<file path="config.mk">
export PLATFORM = sky130hd
export DESIGN_NAME = simd_matmul
export DESIGN_NICKNAME = d
export VERILOG_FILES = /design/src/rtl/simd_mm_pkg.sv /design/src/rtl/simd_mm_ctrl.sv /design/src/rtl/simd_mm_pick.sv /design/src/rtl/simd_mm_pe.sv /design/src/rtl/simd_matmul.sv
export SDC_FILE = /design/constraint.sdc
export NUM_CORES = 2
export LEC_CHECK = 0
export ABC_AREA = 1
export BUFFER_PORTS_ARGS = -buffer_cell sky130_fd_sc_hd__buf_4
export CAP_MARGIN = 20
export CORE_UTILIZATION = 40
export DETAILED_ROUTE_END_ITERATION = 10
export MAX_ROUTING_LAYER = met4
export PLACE_DENSITY = 0.61
export SYNTH_ARGS = -nofsm -noshare
export SYNTH_HDL_FRONTEND = slang
export SYNTH_SLANG_ARGS = --single-unit
</file>
<file path="constraint.sdc">
create_clock -name clk -period 5.6 [get_ports clk]
set_input_delay 0.28 -clock clk [delete_from_list [all_inputs] [get_ports clk]]
set_output_delay 0.28 -clock clk [all_outputs]
set_load 0.01 [all_outputs]
</file>
<file path="src/rtl/simd_mm_pkg.sv">
package simd_mm_pkg;

    typedef enum logic [2:0] {
        ST_IDLE,
        ST_CLEAR,
        ST_MAC,
        ST_ROWEND,
        ST_FINISH
    } mm_state_e;

endpackage

</file>
<file path="src/rtl/simd_mm_ctrl.sv">
module simd_mm_ctrl
    import simd_mm_pkg::*;
#(
    parameter int N  = 4,
    parameter int IW = 2
) (
    input  logic          clk,
    input  logic          rst_n,
    input  logic          start,
    output logic [IW-1:0] row_idx,
    output logic [IW-1:0] k_idx,
    output logic          clr_en,
    output logic          mac_en,
    output logic          busy,
    output logic          done
);

    localparam logic [IW-1:0] LAST = IW'(N - 1);

    mm_state_e     state_q, state_d;
    logic [IW-1:0] row_q, row_d;
    logic [IW-1:0] k_q, k_d;

    // state register
    always_ff @(posedge clk or negedge rst_n) begin
        if (!rst_n) begin
            state_q <= ST_IDLE;
            row_q   <= '0;
            k_q     <= '0;
        end else begin
            state_q <= state_d;
            row_q   <= row_d;
            k_q     <= k_d;
        end
    end

    // transitions
    always_comb begin
        state_d = state_q;
        row_d   = row_q;
        k_d     = k_q;
        unique case (state_q)
            ST_IDLE: begin
                if (start) begin
                    state_d = ST_CLEAR;
                    row_d   = '0;
                    k_d     = '0;
                end
            end
            ST_CLEAR: begin
                state_d = ST_MAC;
                k_d     = '0;
            end
            ST_MAC: begin
                if (k_q == LAST) begin
                    state_d = ST_ROWEND;
                end else begin
                    k_d = k_q + 1'b1;
                end
            end
            ST_ROWEND: begin
                if (row_q == LAST) begin
                    state_d = ST_FINISH;
                end else begin
                    row_d   = row_q + 1'b1;
                    state_d = ST_CLEAR;
                end
            end
            ST_FINISH: begin
                state_d = ST_IDLE;
            end
        endcase
    end

    // outputs
    always_comb begin
        clr_en = 1'b0;
        mac_en = 1'b0;
        busy   = 1'b0;
        done   = 1'b0;
        unique case (state_q)
            ST_IDLE:   ;
            ST_CLEAR:  begin clr_en = 1'b1; busy = 1'b1; end
            ST_MAC:    begin mac_en = 1'b1; busy = 1'b1; end
            ST_ROWEND: busy = 1'b1;
            ST_FINISH: done = 1'b1;
        endcase
    end

    assign row_idx = row_q;
    assign k_idx   = k_q;

endmodule

</file>
<file path="src/rtl/simd_mm_pick.sv">
module simd_mm_pick #(
    parameter int N  = 4,
    parameter int W  = 8,
    parameter int IW = 2
) (
    input  logic [N*W-1:0] lanes,
    input  logic [IW-1:0]  sel,
    output logic [W-1:0]   out
);

    always_comb begin
        out = '0;
        for (int i = 0; i < N; i++) begin
            if (sel == IW'(i)) out = lanes[i*W +: W];
        end
    end

endmodule

</file>
<file path="src/rtl/simd_mm_pe.sv">
module simd_mm_pe #(
    parameter int N  = 4,
    parameter int DW = 8,
    parameter int AW = 18,
    parameter int IW = 2
) (
    input  logic          clk,
    input  logic          rst_n,
    input  logic          wr_a,
    input  logic          wr_b,
    input  logic [IW-1:0] wr_row,
    input  logic [DW-1:0] wr_data,
    input  logic [IW-1:0] row_idx,
    input  logic [IW-1:0] k_idx,
    input  logic          clr_en,
    input  logic          mac_en,
    input  logic [DW-1:0] bcast,
    output logic [DW-1:0] a_out,
    input  logic [IW-1:0] c_rd_row,
    output logic [AW-1:0] c_rd_data
);

    // local column store of this lane
    logic [DW-1:0] a_col [N];
    logic [DW-1:0] b_col [N];
    logic [AW-1:0] c_col [N];

    logic [AW-1:0] prod;
    assign prod = AW'(bcast) * AW'(b_col[k_idx]);

    always_ff @(posedge clk or negedge rst_n) begin
        if (!rst_n) begin
            for (int r = 0; r < N; r++) begin
                a_col[r] <= '0;
                b_col[r] <= '0;
                c_col[r] <= '0;
            end
        end else begin
            if (wr_a) a_col[wr_row] <= wr_data;
            if (wr_b) b_col[wr_row] <= wr_data;
            if (clr_en) begin
                c_col[row_idx] <= '0;
            end else if (mac_en) begin
                c_col[row_idx] <= c_col[row_idx] + prod;
            end
        end
    end

    assign a_out     = a_col[row_idx];
    assign c_rd_data = c_col[c_rd_row];

endmodule

</file>
<file path="src/rtl/simd_matmul.sv">
module simd_matmul #(
    parameter int N  = 4,
    parameter int DW = 8,
    parameter int IW = (N > 1) ? $clog2(N) : 1,
    parameter int AW = 2 * DW + ((N > 1) ? $clog2(N) : 1)
) (
    input  logic          clk,
    input  logic          rst_n,
    input  logic          ld_en,
    input  logic          ld_sel,
    input  logic [IW-1:0] ld_row,
    input  logic [IW-1:0] ld_col,
    input  logic [DW-1:0] ld_data,
    input  logic          start,
    output logic          busy,
    output logic          done,
    input  logic [IW-1:0] rd_row,
    input  logic [IW-1:0] rd_col,
    output logic [AW-1:0] rd_data
);

    logic [IW-1:0]   row_idx, k_idx;
    logic            clr_en, mac_en;
    logic [N*DW-1:0] a_lanes;
    logic [N*AW-1:0] c_lanes;
    logic [DW-1:0]   bcast;
    logic [AW-1:0]   c_pick;
    logic            ld_ok;

    simd_mm_ctrl #(.N(N), .IW(IW)) u_ctrl (
        .clk     (clk),
        .rst_n   (rst_n),
        .start   (start),
        .row_idx (row_idx),
        .k_idx   (k_idx),
        .clr_en  (clr_en),
        .mac_en  (mac_en),
        .busy    (busy),
        .done    (done)
    );

    assign ld_ok = ld_en && !busy;

    for (genvar j = 0; j < N; j++) begin : g_lane
        logic wr_a_j, wr_b_j;
        assign wr_a_j = ld_ok && (ld_col == IW'(j)) && !ld_sel;
        assign wr_b_j = ld_ok && (ld_col == IW'(j)) &&  ld_sel;

        simd_mm_pe #(.N(N), .DW(DW), .AW(AW), .IW(IW)) u_pe (
            .clk       (clk),
            .rst_n     (rst_n),
            .wr_a      (wr_a_j),
            .wr_b      (wr_b_j),
            .wr_row    (ld_row),
            .wr_data   (ld_data),
            .row_idx   (row_idx),
            .k_idx     (k_idx),
            .clr_en    (clr_en),
            .mac_en    (mac_en),
            .bcast     (bcast),
            .a_out     (a_lanes[j*DW +: DW]),
            .c_rd_row  (rd_row),
            .c_rd_data (c_lanes[j*AW +: AW])
        );
    end

    // scalar A[i][k] comes from lane k
    simd_mm_pick #(.N(N), .W(DW), .IW(IW)) u_bcast (
        .lanes (a_lanes),
        .sel   (k_idx),
        .out   (bcast)
    );

    simd_mm_pick #(.N(N), .W(AW), .IW(IW)) u_rdsel (
        .lanes (c_lanes),
        .sel   (rd_col),
        .out   (c_pick)
    );

    assign rd_data = busy ? '0 : c_pick;

endmodule

</file>
==> flow_summary.json <==
{
  "worstHoldPathType": "input pin to flop",
  "stdcell_area_um2": 43800,
  "yosys_warnings": 0,
  "crit_path_end_kind": "flop",
  "swShare": 0.503,
  "grt_max_degree": 181,
  "fmax_mhz": 185,
  "slew_headroom": 0.227,
  "hold_viol_final": 0,
  "cts_buffers": 67,
  "grt_use_met2": 0.430,
  "ant_nets": 0,
  "place.gp.congestion": 0.949,
  "dieArea_um2": 98300,
  "rows": 113,
  "dp_hpwl_mm": 85.5,
  "wire_per_inst_um": 20.0,
  "power_frac_clock": 0.144,
  "antenna_found_initial": 2,
  "ios": 41,
  "fin_worst_skew_ns": 0.0326,
  "clock_latency_ns": 0.66,
  "via_per_inst": 5.47,
  "fin_nets": 5557,
  "h-tree-depth": 3,
  "drive_gt1_frac": 0.103,
  "clk_pin_slew_worst_paths_ns": 0.06,
  "first_iter_violations": 3676,
  "grt-ovfl-total": 0,
  "max-clock-path-buffers": 3,
  "io_buffers": 40,
  "coreArea_um2": 95600,
  "fp.dieH_um": 314,
  "switchingPower_uw": 15800,
  "regArea_um2": 13800,
  "cp_common_cell": "nand2_1",
  "ys_seq_elements": 551,
  "grt_pass1_vias": 34399,
  "fillers": 9665,
  "p_seq_frac": 0.207,
  "fp.dieW_um": 314,
  "grt.busiest_layer": "met2",
  "start_util": 0.406,
  "yosysTopAreaCellShare": 0.355,
  "met3_usage": 0.0410,
  "p_int_uw": 15600,
  "outcome": "complete, no violations",
  "ys_seq_area_frac": 0.355,
  "synth_nets": 5562,
  "vias": 35493,
  "critical_path_class": "flop to flop",
  "avgSynthCellArea_um2": 7.50,
  "period_minus_slack_ns": 5.40,
  "wirelength_mm": 130,
  "timing.critical_path.buf_inv": 6,
  "period_share": 0.965,
  "cts_root_buf": "clkbuf_16",
  "power_density_nw_per_um2": 715,
  "multi_input_area_um2": 21500,
  "track_usage": 0.271,
  "final_core_util": 0.458,
  "grt_pass1_wl_mm": 201,
  "synth.area.top_cells": "dfrtp_1, nand2_1, fa_1",
  "power.leakage_uw": 0.0219,
  "use_met1": 0.355,
  "max_stage_delay_ns": 0.56,
  "setup-tns-final_ns": 0,
  "remaining_drc_errors": 0,
  "slew_violations": 0,
  "crit_chain": "buf_6 > buf_8 > o21ai_0 > o22ai_1 > nand2_2 > nand2_2 > buf_12 > nand2_1 > fa_1 > inv_1 > fa_1 > inv_1 > fa_2 > fa_1 > inv_1 > ha_2 > nand2_1 > nand2_1 > nand2_1 > nand3_2 > or2_2 > nand3_1 > o21ai_0",
  "worstMarginPinSlew_ns": 1.16,
  "firstDrtPassIters": 8,
  "crit_required_ns": 6.09,
  "drv_cap": 0,
  "syn_to_final_growth_pct": 12.8,
  "timing.hold.ws_ns": 0.106,
  "p_comb_frac": 0.649,
  "setup_viol_count_final": 0,
  "crit_path_start_kind": "flop",
  "cts_num_sinks": 551,
  "worst_ir_drop_vdd_v": 0.000317,
  "yosys.area.top_type": "dfrtp_1",
  "cp_slowest_cell": "fa_2",
  "placed_area_um2": 41000,
  "crit_family": "adder cells",
  "syn-cell-area_um2": 38800,
  "synth_cells": 5173,
  "rrSetupSlack_ns": 0.20,
  "critPathMaxFanout": 19,
  "tritoncts": "done",
  "synth_cell_types": 40,
  "arrival_ns": 5.89
}
==> power groups by stage <==
stage	clock network [uW]	logic [uW]	registers (uW)
finish	4510	20300	6470
CTS	4570	19200	6450
global route	4710	22900	6650
global placement	0	18800	6480
detailed placement	0	19100	6490
floorplan	0	12600	6230
==> layout by cell type, fill, tap and decap left out, types with 4 or more instances in the layout <==
cell | synthesis | final
nor3_1 | 8 | 8
o211ai_1 | 10 | 10
a32oi_1 | 32 | 30
nor2_2 | 12 | 17
o21ai_1 | 51 | 72
a21oi_2 | 0 | 8
buf_4 | 4 | 170
and2_1 | 4 | 4
a31oi_1 | 7 | 7
nand3_2 | 1 | 15
buf_12 | 0 | 32
o31ai_1 | 7 | 7
o21ai_0 | 663 | 639
ha_2 | 0 | 4
fa_1 | 200 | 198
a32o_1 | 23 | 23
clkbuf_1 | 166 | 15
nand3_1 | 159 | 144
buf_8 | 0 | 4
bufinv_16 | 0 | 4
or2_2 | 111 | 111
nand4_1 | 104 | 104
nor2_1 | 410 | 405
nand3b_1 | 4 | 4
nand2_1 | 1409 | 1393
mux2i_1 | 4 | 4
dfrtp_1 | 551 | 548
inv_1 | 622 | 614
ha_4 | 0 | 8
clkbuf_8 | 0 | 15
inv_16 | 0 | 5
o22ai_1 | 28 | 28
a21oi_1 | 259 | 251
clkbuf_16 | 0 | 71
nand2_2 | 1 | 17
o221ai_1 | 11 | 11
ha_1 | 168 | 156
inv_2 | 10 | 10
o21ai_2 | 3 | 6
clkinv_2 | 0 | 12
==> path summary, 6_finish.rpt <==
path | startpoint | to | depth (start not counted)
max in group asynchronous | rst_n | u_ctrl.k_idx[0] | 3
max | u_ctrl.row_idx[0] | g_lane[0].u_pe.c_col[9] | 23
min | start | u_ctrl.state_q[0] | 5
max reg2reg | u_ctrl.row_idx[0] | g_lane[0].u_pe.c_col[9] | 23
min reg2reg | g_lane[2].u_pe.b_col[5] | g_lane[2].u_pe.b_col[5] | 2
min in group asynchronous | rst_n | g_lane[1].u_pe.c_col[55] | 2
==> cells in the mapped netlist <==
| cell | count |
|---|---|
| a211oi_1 | 2 |
| a21oi_1 | 259 |
| a22oi_1 | 1 |
| a2bb2oi_1 | 1 |
| a31oi_1 | 7 |
| a32o_1 | 23 |
| a32oi_1 | 32 |
| a41oi_1 | 1 |
| and2_1 | 4 |
| buf_1 | 18 |
| buf_2 | 75 |
| buf_4 | 4 |
| buf_6 | 29 |
| clkbuf_1 | 166 |
| clkinv_1 | 2 |
| dfrtp_1 | 551 |
| fa_1 | 200 |
| ha_1 | 168 |
| inv_1 | 622 |
| inv_2 | 10 |
| mux2i_1 | 4 |
| nand2_1 | 1409 |
| nand2_2 | 1 |
| nand3_1 | 159 |
| nand3_2 | 1 |
| nand3b_1 | 4 |
| nand4_1 | 104 |
| nor2_1 | 410 |
| nor2_2 | 12 |
| nor3_1 | 8 |
| nor3_4 | 1 |
| o211ai_1 | 10 |
| o21ai_0 | 663 |
| o21ai_1 | 51 |
| o21ai_2 | 3 |
| o21ai_4 | 1 |
| o221ai_1 | 11 |
| o22ai_1 | 28 |
| o31ai_1 | 7 |
| or2_2 | 111 |
==> tightest hold or removal path, cell delays in order <==
cell      delay [ns]
buf_4           0.13
nor2_1          0.08
inv_1           0.07
o221ai_1        0.11
inv_1           0.06
==> state kept, by name (all words and copies together) (netlist names) <==
name	count
g_lane.u_pe.a_col	128
u_ctrl.k_idx	2
g_lane.u_pe.b_col	128
g_lane.u_pe.c_col	288
u_ctrl.state_q	3
u_ctrl.row_idx	2
==> per-stage QoR <==
step	std cells	power, uW	setup WS, ns
after floorplan	5173	18800	0.0889
after global placement	6346	25300	-0.139
after detailed placement	6347	25600	-0.201
after CTS	6466	30200	0.0152
after global routing	6483	34200	-0.0139
final	6483	31300	0.197
==> metal layers <==
metal	up-vias	share of wire
met4	0	0.035
met3	319	0.081
li1	16582	-
met2	1471	0.46
met1	17121	0.43
met5	-	0
==> logic make-up (layout without fill, tap and decap cells) <==
| group | after synthesis | after routing | synth area share |
|---|---|---|---|
| AND/OR/NAND/NOR | 2224 | 2224 | 0.236 |
| AO/OA/AOI/OAI | 1100 | 1100 | 0.152 |
| buffers and inverters | 926 | 970 | 0.0980 |
| flip-flops | 551 | 551 | 0.355 |
| adder cells (fa/ha/maj) | 368 | 368 | 0.157 |
| multiplexers | 4 | 4 | 0.00103 |
| other | 0 | 1 | 0 |
==> what timing repair did <==
action	CTS	global route
hold endpoints to repair	55	0
pin swaps	0	20
cloned	0	6
buffers inserted	0	10
endpoints found under the setup margin	165	183
resized for setup	4	110
hold buffers	1	0
==> layout make-up <==
cell class,instances,area share
inverters,634,0.0555
clock inverters,21,0.00669
clock buffers,97,0.0443
diodes,1,0.0000571
flip-flops and latches,551,0.315
multi-input cells,3696,0.492
repair inverters,1,0.000257
repair buffers,217,0.0503
well taps,1265,0.0361
Note: power is estimated with default switching activity, not from simulation.
